[src/rtl/birq_pkg.sv]
package birq_pkg;
    // Register byte offsets
    localparam int OFS_REV      = 'h00;
    localparam int OFS_SYSCFG   = 'h10;
    localparam int OFS_SYSSTAT  = 'h14;
    localparam int OFS_ACTIVE   = 'h40;
    localparam int OFS_CTRL     = 'h48;
    localparam int OFS_THRESH   = 'h68;
    localparam int OFS_BANK0    = 'h88;
    localparam int BANK_STRIDE  = 'h20;
    // Offsets inside one bank window
    localparam int BK_UNMASK    = 'h0;
    localparam int BK_MASK      = 'h4;
    localparam int BK_SWSET     = 'h8;
    localparam int BK_SWCLR     = 'hC;
    // Control bits
    localparam int SYSCFG_RST_BIT = 1;
    localparam int CTRL_ACK_BIT   = 0;
endpackage

[src/rtl/birq_bank.sv]
module birq_bank #(
    parameter int BANK_W = 32,
    parameter int ADDR_W = 8,
    parameter logic [ADDR_W-1:0] BASE = '0
) (
    input  logic              clk,
    input  logic              rst_n,
    input  logic              soft_clr,
    input  logic              wr_en,
    input  logic [ADDR_W-1:0] addr,
    input  logic [BANK_W-1:0] wdata,
    output logic [BANK_W-1:0] mask_q,
    output logic [BANK_W-1:0] swp_q
);
    import birq_pkg::*;

    localparam logic [ADDR_W-1:0] A_UNMASK = ADDR_W'(BASE + BK_UNMASK);
    localparam logic [ADDR_W-1:0] A_MASK   = ADDR_W'(BASE + BK_MASK);
    localparam logic [ADDR_W-1:0] A_SWSET  = ADDR_W'(BASE + BK_SWSET);
    localparam logic [ADDR_W-1:0] A_SWCLR  = ADDR_W'(BASE + BK_SWCLR);

    typedef struct packed {
        logic [BANK_W-1:0] mask;
        logic [BANK_W-1:0] swp;
    } bank_st_t;

    bank_st_t st_d, st_q;

    always_comb begin
        st_d = st_q;
        if (soft_clr) begin
            st_d.mask = '1;
            st_d.swp  = '0;
        end else if (wr_en) begin
            if (addr == A_UNMASK) st_d.mask = st_q.mask & ~wdata;
            if (addr == A_MASK)   st_d.mask = st_q.mask | wdata;
            if (addr == A_SWSET)  st_d.swp  = st_q.swp | wdata;
            if (addr == A_SWCLR)  st_d.swp  = st_q.swp & ~wdata;
        end
    end

    always_ff @(posedge clk or negedge rst_n) begin
        if (!rst_n) begin
            st_q.mask <= '1;
            st_q.swp  <= '0;
        end else begin
            st_q <= st_d;
        end
    end

    assign mask_q = st_q.mask;
    assign swp_q  = st_q.swp;

    AST_MASK_SET: assert property (@(posedge clk) disable iff (!rst_n)
        (wr_en && addr == A_MASK && !soft_clr) |=> ((mask_q & $past(wdata)) == $past(wdata)));
    AST_MASK_CLR: assert property (@(posedge clk) disable iff (!rst_n)
        (wr_en && addr == A_UNMASK && !soft_clr) |=> ((mask_q & $past(wdata)) == '0));
    AST_SW_CLR: assert property (@(posedge clk) disable iff (!rst_n)
        (wr_en && addr == A_SWCLR && !soft_clr) |=> ((swp_q & $past(wdata)) == '0));
    AST_SOFT_WIPE: assert property (@(posedge clk) disable iff (!rst_n)
        soft_clr |=> (mask_q == '1 && swp_q == '0));
endmodule

[src/rtl/birq_pick.sv]
module birq_pick #(
    parameter int N    = 128,
    parameter int ID_W = $clog2(N)
) (
    input  logic [N-1:0]    req,
    output logic            valid,
    output logic [ID_W-1:0] id
);
    always_comb begin
        valid = |req;
        id    = '0;
        for (int i = N - 1; i >= 0; i--) begin
            if (req[i]) id = ID_W'(i);
        end
    end
endmodule

[src/rtl/birq_ctrl.sv]
module birq_ctrl #(
    parameter int          NUM_SRC  = 128,
    parameter int          DATA_W   = 32,
    parameter int          ADDR_W   = 8,
    parameter int          BANK_W   = 32,
    parameter int          SRST_CYC = 4,
    parameter logic [7:0]  REV      = 8'h21
) (
    input  logic               clk,
    input  logic               rst_n,
    input  logic [NUM_SRC-1:0] src_in,
    input  logic               wr_en,
    input  logic               rd_en,
    input  logic [ADDR_W-1:0]  addr,
    input  logic [DATA_W-1:0]  wdata,
    output logic [DATA_W-1:0]  rdata,
    output logic               irq_out
);
    import birq_pkg::*;

    localparam int NUM_BANK = NUM_SRC / BANK_W;
    localparam int ID_W     = $clog2(NUM_SRC);
    localparam int CNT_W    = $clog2(SRST_CYC + 1);

    localparam logic [ADDR_W-1:0] A_REV     = ADDR_W'(OFS_REV);
    localparam logic [ADDR_W-1:0] A_SYSCFG  = ADDR_W'(OFS_SYSCFG);
    localparam logic [ADDR_W-1:0] A_SYSSTAT = ADDR_W'(OFS_SYSSTAT);
    localparam logic [ADDR_W-1:0] A_ACTIVE  = ADDR_W'(OFS_ACTIVE);
    localparam logic [ADDR_W-1:0] A_CTRL    = ADDR_W'(OFS_CTRL);
    localparam logic [ADDR_W-1:0] A_THRESH  = ADDR_W'(OFS_THRESH);

    typedef struct packed {
        logic            hold;
        logic [ID_W-1:0] id;
        logic [CNT_W-1:0] cnt;
        logic            done;
        logic [7:0]      thr;
    } ctl_st_t;

    ctl_st_t st_d, st_q;

    logic [NUM_SRC-1:0] mask_all, swp_all, live;
    logic               pk_valid;
    logic [ID_W-1:0]    pk_id;
    logic               soft_req, ack, thr_wr, spur;

    for (genvar g = 0; g < NUM_BANK; g++) begin : g_bank
        birq_bank #(
            .BANK_W (BANK_W),
            .ADDR_W (ADDR_W),
            .BASE   (ADDR_W'(OFS_BANK0 + g * BANK_STRIDE))
        ) bank_i (
            .clk      (clk),
            .rst_n    (rst_n),
            .soft_clr (soft_req),
            .wr_en    (wr_en),
            .addr     (addr),
            .wdata    (wdata[BANK_W-1:0]),
            .mask_q   (mask_all[g*BANK_W +: BANK_W]),
            .swp_q    (swp_all[g*BANK_W +: BANK_W])
        );
    end

    assign live = (src_in | swp_all) & ~mask_all;

    birq_pick #(.N(NUM_SRC), .ID_W(ID_W)) pick_i (
        .req   (live),
        .valid (pk_valid),
        .id    (pk_id)
    );

    assign soft_req = wr_en && (addr == A_SYSCFG) && wdata[SYSCFG_RST_BIT];
    assign ack      = wr_en && (addr == A_CTRL) && wdata[CTRL_ACK_BIT];
    assign thr_wr   = wr_en && (addr == A_THRESH);

    always_comb begin
        st_d = st_q;
        if (soft_req) begin
            st_d.hold = 1'b0;
            st_d.id   = '0;
            st_d.thr  = 8'hFF;
            st_d.cnt  = CNT_W'(SRST_CYC);
            st_d.done = 1'b0;
        end else begin
            if (st_q.cnt != '0) begin
                st_d.cnt = st_q.cnt - 1'b1;
                if (st_q.cnt == CNT_W'(1)) st_d.done = 1'b1;
            end
            if (thr_wr) st_d.thr = wdata[7:0];
            if (ack) begin
                st_d.hold = 1'b0;
            end else if (!st_q.hold && pk_valid && st_q.thr != 8'h00) begin
                st_d.hold = 1'b1;
                st_d.id   = pk_id;
            end
        end
    end

    always_ff @(posedge clk or negedge rst_n) begin
        if (!rst_n) begin
            st_q.hold <= 1'b0;
            st_q.id   <= '0;
            st_q.cnt  <= '0;
            st_q.done <= 1'b1;
            st_q.thr  <= 8'hFF;
        end else begin
            st_q <= st_d;
        end
    end

    assign irq_out = st_q.hold;
    assign spur    = !st_q.hold || !live[st_q.id];

    always_comb begin
        rdata = '0;
        if (rd_en) begin
            case (addr)
                A_REV:     rdata = DATA_W'(REV);
                A_SYSSTAT: rdata = DATA_W'(st_q.done);
                A_ACTIVE:  rdata = {{(DATA_W-ID_W){spur}}, st_q.id};
                A_THRESH:  rdata = DATA_W'(st_q.thr);
                default:   rdata = '0;
            endcase
        end
    end

    AST_HOLD_FROZEN: assert property (@(posedge clk) disable iff (!rst_n)
        (irq_out && !ack && !soft_req) |=> (irq_out && $stable(st_q.id)));
    AST_PICK_LIVE: assert property (@(posedge clk) disable iff (!rst_n)
        pk_valid |-> live[pk_id]);
    AST_PICK_LATCH: assert property (@(posedge clk) disable iff (!rst_n)
        (!irq_out && pk_valid && st_q.thr != 8'h00 && !ack && !soft_req)
            |=> (irq_out && st_q.id == $past(pk_id)));
    AST_THR_BLOCK: assert property (@(posedge clk) disable iff (!rst_n)
        (!irq_out && st_q.thr == 8'h00 && !soft_req) |=> !irq_out);
    AST_SOFT_DROP: assert property (@(posedge clk) disable iff (!rst_n)
        soft_req |=> (!irq_out && !st_q.done));
endmodule

[config.mk]
export PLATFORM = sky130hd
export DESIGN_NAME = birq_ctrl
export DESIGN_NICKNAME = d
export VERILOG_FILES = /design/src/rtl/birq_pkg.sv /design/src/rtl/birq_bank.sv /design/src/rtl/birq_pick.sv /design/src/rtl/birq_ctrl.sv
export SDC_FILE = /design/constraint.sdc
export NUM_CORES = 1
export LEC_CHECK = 0
export BUFFER_PORTS_ARGS = -buffer_cell sky130_fd_sc_hd__buf_2
export CAP_MARGIN = 20
export CORE_UTILIZATION = 30
export DETAILED_ROUTE_END_ITERATION = 8
export GPL_TIMING_DRIVEN = 0
export PLACE_DENSITY = 0.51
export SLEW_MARGIN = 20
export SYNTH_ARGS = -nofsm -noshare
export SYNTH_HDL_FRONTEND = slang
export SYNTH_HIERARCHICAL = 1
export SYNTH_SLANG_ARGS = --single-unit
[constraint.sdc]
create_clock -name clk -period 11.5 [get_ports clk]
set_clock_uncertainty 0.15 [all_clocks]
set_input_delay 2.3 -clock clk [delete_from_list [all_inputs] [get_ports clk]]
set_output_delay 2.3 -clock clk [all_outputs]
set_load 0.01 [all_outputs]
# After elaboration in Yosys (flattened, before gate mapping)

Index checks and enable logic that the tools add are counted.

Add/sub/neg operators: 1
Multipliers: 0
Divide/modulo/power cells: 0
Order comparisons: 1
Equal/unequal tests: 23
Shift operators: 0
Mux-type cells: 163
Bitwise gates (word level): 20
Reductions and logical operators: 38

Operator list:

| kind                                                | number |
|---|---|
| two-way mux 7 bit                                   | 129 |
| two-way mux 32 bit                                  | 17 |
| two-way mux 64 bit                                  | 8 |
| AND 32 bit                                          | 8 |
| bitwise OR 32 bit                                   | 8 |
| AND 128 bit                                         | 1 |
| == test 8 bit (second input constant)               | 16 |
| inverter 128 bit                                    | 1 |
| bitwise OR 128 bit                                  | 1 |
| case mux 32 bit (4 select lines)                    | 1 |
| OR reduction 128 bit                                | 1 |
| inverter 32 bit                                     | 1 |
| nonzero test 3 bit                                  | 10 |
| == test 8 x 7 -> 1 bit (second input constant)      | 3 |
| two-way mux 20 bit                                  | 1 |
| AND reduction 2 bit                                 | 10 |
| == test 8 x 5 -> 1 bit (second input constant)      | 2 |
| two-way mux 8 bit                                   | 2 |
| nonzero test 2 bit                                  | 5 |
| zero test 8 bit                                     | 1 |
| < comparator 7 x 8 -> 1 bit (second input constant) | 1 |
| nonzero test 8 bit                                  | 1 |
| binary-select mux 1 bit (select 7 bit)              | 1 |
| logical AND 1 bit                                   | 7 |
| 7 further kinds                                     | 10 |

Register bits: 276
Latch bits: 0
Memory bits (writable): 0
ROM bits: 0
Output and inout port bits: 33
Memories: 0

# Longest topological paths before layout

Depth after elaboration: 133
Depth in mapped cells: 13

# By module

The synthesis kept the hierarchy.

By module, submodules not included:

| module                            | instances | cells an instance | area each (µm²) |
|---|---|---|---|
| birq_bank at g_bank[1].bank_i ... | 2         | 290               | 3154.3 |
| birq_ctrl                         | 1         | 600               | 3477.1 |
| birq_bank at g_bank[0].bank_i     | 1         | 290               | 3146.8 |
| birq_bank at g_bank[3].bank_i     | 1         | 290               | 3145.5 |
| birq_pick                         | 1         | 300               | 1697.9 |

# Worst setup path before layout

OpenSTA, ideal clock, no wires.

Path kind: input -> output
Start: input port src_in[110]
End: output port rdata[10]
Arrival: 4.717 ns
Data required time: 9.050 ns
Path slack: 4.333 ns
Stages on the path: 8
Buffers on the path: 1
Path through: nor2_1 nor2_1 o311ai_1 nor4_1 or4_1 o2111a_1 a31oi_1 buf_4

Word-level cells in the longest chain between the ends: 8

Ends and longest elaborated chain:

| element                                 | line             | text |
|---|---|---|
| start: declaration                      | birq_ctrl.sv:11  | `input logic [NUM_SRC-1:0] src_in,` |
| bitwise OR 128 bit                      | birq_ctrl.sv:64  | `assign live = (src_in \| swp_all) & ~mask_all;` |
| AND 128 bit                             | birq_ctrl.sv:64  |  |
| named net live[110]                     | birq_ctrl.sv:42  | `logic [NUM_SRC-1:0] mask_all, swp_all, live;` |
| binary-select mux 1 bit (select 7 bit)  | birq_ctrl.sv:112 | `assign spur = !st_q.hold \|\| !live[st_q.id];` |
| two-way mux 1 bit (not written as such) | birq_ctrl.sv:112 |  |
| zero test 1 bit                         | birq_ctrl.sv:112 |  |
| logical OR 1 bit                        | birq_ctrl.sv:112 |  |
| case mux 32 bit (4 select lines)        | birq_ctrl.sv:117 | `case (addr)` |
| two-way mux 32 bit                      | birq_ctrl.sv:116 | `if (rd_en) begin` |
| end: declaration                        | birq_ctrl.sv:16  | `output logic [DATA_W-1:0] rdata,` |

The timed path passes the listed nets, and every way through them passes these cells. The select of a mux whose other input is x is not followed.

# Worst setup path after layout

Start: input port addr[0]
End: output port rdata[7]

Word-level cells in the longest chain between the ends: 3

Ends and longest elaborated chain:

| element                                        | line             | text |
|---|---|---|
| start: declaration                             | birq_ctrl.sv:14  | `input logic [ADDR_W-1:0] addr,` |
| == test 8 x 7 -> 1 bit (tied with other cells) | birq_ctrl.sv:117 |  |
| case mux 32 bit (4 select lines) *             | birq_ctrl.sv:117 |  |
| two-way mux 32 bit *                           | birq_ctrl.sv:116 |  |

Every way passes the cells marked *; elsewhere a longest branch is shown, timed or not.

==> results.cfg <==
[critical_path]
path_cells = buf_2 -> nor3_1 -> nand2_1 -> nor4_1 -> nand2_1 -> a31oi_2 -> buf_6 -> a31o_1 -> buf_2
cp-start-kind = input pin
worstPathArrival_ns = 4.96
max_stage_delay_ns = 0.75
crit_path_max_fanout = 21
worstPathRequired_ns = 9.05
critical_path_class = input pin to primary output
endpoint_kind = primary output
critPathSlowestCell = nor4_1

[pwr]
pwr_density_cell_mw_per_mm2 = 143
p_leak_nw = 10.0
ir_worst_vdd_mv = 0.0919

[clock_tree]
cts_resized = 0
insertion_delay_ns = 0.56
clock_path_buffers = 3
cts.root.buffer_cell = clkbuf_16
path_clk_slew_ns = 0.05
cts_made_buffers = 36
cts_tree = built
post-cts-setup-buffers = 0
clock-sinks = 276
cts_max_level = 2
holdBufCountCts = 0

[place]
dp_cells = 3033
gp_congestion = 0.972
post-dp-hpwl_mm = 57.6
portBuffers = 204

[drt]
dr.pass1.iters = 6
routed_wl_mm = 79.2
vias = 17200
post-route-drc-count = 0
final_antenna_net_count = 0
vias_per_cell = 5.56
drtIter0Drc = 1868
wl_per_cell_um = 25.5

[finish]
drive_gt1_share_pct = 22.7
nNetsFinal = 2481
fillers = 6024
final_common_cell = nor2_1
area_growth_pct = 18.2
fin_util_pct = 36.1
final_cells = 3101
most-common-layout-cells = nor2_1, nand3_1, mux2i_1

[grt]
grt_use_total_pct = 26.0
grt_pass1_vias = 16900
grt_max_degree = 91
grt_overflow_total = 0
grtUsageMet3_pct = 3.93
gr-usage-met2_pct = 41.7
grt_use_met1_pct = 35.5
grt_pass1_wl_mm = 114
grt_antenna_before_repair = 2
top_usage_layer = met2

[timing]
finalHoldViolCount = 0
rsz0062_at_grt = no
fmax_mhz = 135
min_period_ns = 7.41
slew_headroom_pct = 35.9
tightest_slew_ns = 0.953
fin_crit_sh_pct = 64.5
slew_viol_final = 0
setup_tns_ns = 0
setup_violations = 0

[logic_synthesis]
yosys_warnings = 6
syn_avg_cell_area_um2 = 8.63
netlist_area_mm2 = 0.0178
ys_seq_area_share_pct = 39.8
ys_ff_latch = 276
async_flop_share_pct = 100
netlist.top_cell.by_area = dfstp_2
synthFlopType = dfrtp_1
syn_inst = 2060
synth_top_area_share_pct = 20.3
syn_nets = 2235
netlist_top_cells_area = dfstp_2, dfrtp_1, mux2i_1, nor2_1, nand3_1
synth.distinct_cells = 72
synth-edff-count = 0

[floorplan]
coreArea_mm2 = 0.0581
dieArea_mm2 = 0.0602
rows = 88
initial_core_util_pct = 30.6
die_h_um = 245
die_x_um = 245
pin_count = 205

[status]
status = completed

[hold_path]
holdCritPathClass = flip-flop to flip-flop

[run]
maxCapViolCount = 0
cell families after synthesis:
kind of cell	share of synthesized area, %
xor gates and xnor gates	0.0493
AOI/OAI and AO/OA	8.50
and+or+nand+nor	30.0
adders and majority gates	0.211
buffers and inverters	6.45
DFF	39.8
muxes	14.9
final timing paths:
check | from | end | slack, ns | depth (start not counted)
setup / recovery | addr[0] | rdata[7] | 4.09 | 9
hold / removal | g_bank[2].bank_i/mask_q[31]$_DFFE_PN1P_ | g_bank[2].bank_i/mask_q[31]$_DFFE_PN1P_ | 0.37 | 2
setup reg to reg | g_bank[2].bank_i/swp_q[13]$_DFFE_PN0P_ | st_q[16]$_DFFE_PN0P_ | 7.86 | 12
hold reg to reg | g_bank[2].bank_i/mask_q[31]$_DFFE_PN1P_ | g_bank[2].bank_i/mask_q[31]$_DFFE_PN1P_ | 0.37 | 2
max in group asynchronous | rst_n | g_bank[3].bank_i/mask_q[31]$_DFFE_PN1P_ | 8.56 | 3
min in group asynchronous | rst_n | g_bank[1].bank_i/swp_q[2]$_DFFE_PN0P_ | 1.48 | 1
report_power, final:
group	internal, W	switching, W	total, W
combinational	0.000218	0.000528	0.000746
clock	0.000652	0.000470	0.00112
sequential	0.00108	0.0000546	0.00114
total	0.00195	0.00105	0.00301
through the flow:
step	area, um2	setup slack, ns	power (W)	hold WS [ns]
after floorplan	17800	4.33	0.00153	0.340
after global placement	19800	2.57	0.00186	0.352
after detailed placement	19900	4.22	0.00188	0.357
after CTS	21000	4.21	0.00301	0.367
after global routing	21000	3.98	0.00311	0.385
final	21000	4.09	0.00301	0.367
synthesized netlist by cell type (10+ instances only):
cell,count
nor2_1,453
nand3_1,268
mux2i_1,264
dfrtp_1,139
nand2b_1,138
dfstp_2,137
nor3_1,75
clkbuf_1,61
buf_4,55
a211oi_1,54
nor4_1,49
o21ai_0,46
a21oi_1,44
inv_1,31
nand2_1,31
buf_2,25
buf_6,22
nor2b_1,17
or4_1,11
and4bb_2,10
layer usage:
| metal | vias to the layer above | part of all wire (%) |
|---|---|---|
| li1 | 7736 | - |
| met1 | 8673 | 45 |
| met2 | 690 | 46 |
| met3 | 142 | 6.2 |
| met4 | 2 | 3.1 |
| met5 | - | 0.023 |
state kept, by name, summed over array words and instances (netlist names):
name and flops:
irq_out 1, st_q 19, g_bank.bank_i/mask_q 128, g_bank.bank_i/swp_q 128
area by class of cell:
type | count | area (um2) | area share (%)
multi-input combinational | 1586 | 9570 | 45.5
inverter | 32 | 120 | 0.572
clock inverter | 9 | 83.8 | 0.399
timing repair buffer | 208 | 1120 | 5.35
clock buffer | 57 | 1050 | 5.00
buffer | 166 | 1030 | 4.89
antenna | 2 | 5.00 | 0.0238
sequential | 276 | 7080 | 33.7
tap | 765 | 957 | 4.55
critical path: cells and delay by family:
family	cells	cell delay, ns
buf+inv	3	0.56
compound gates	2	0.67
simple gates	4	1.42
Power figures use the tool's default switching activity.
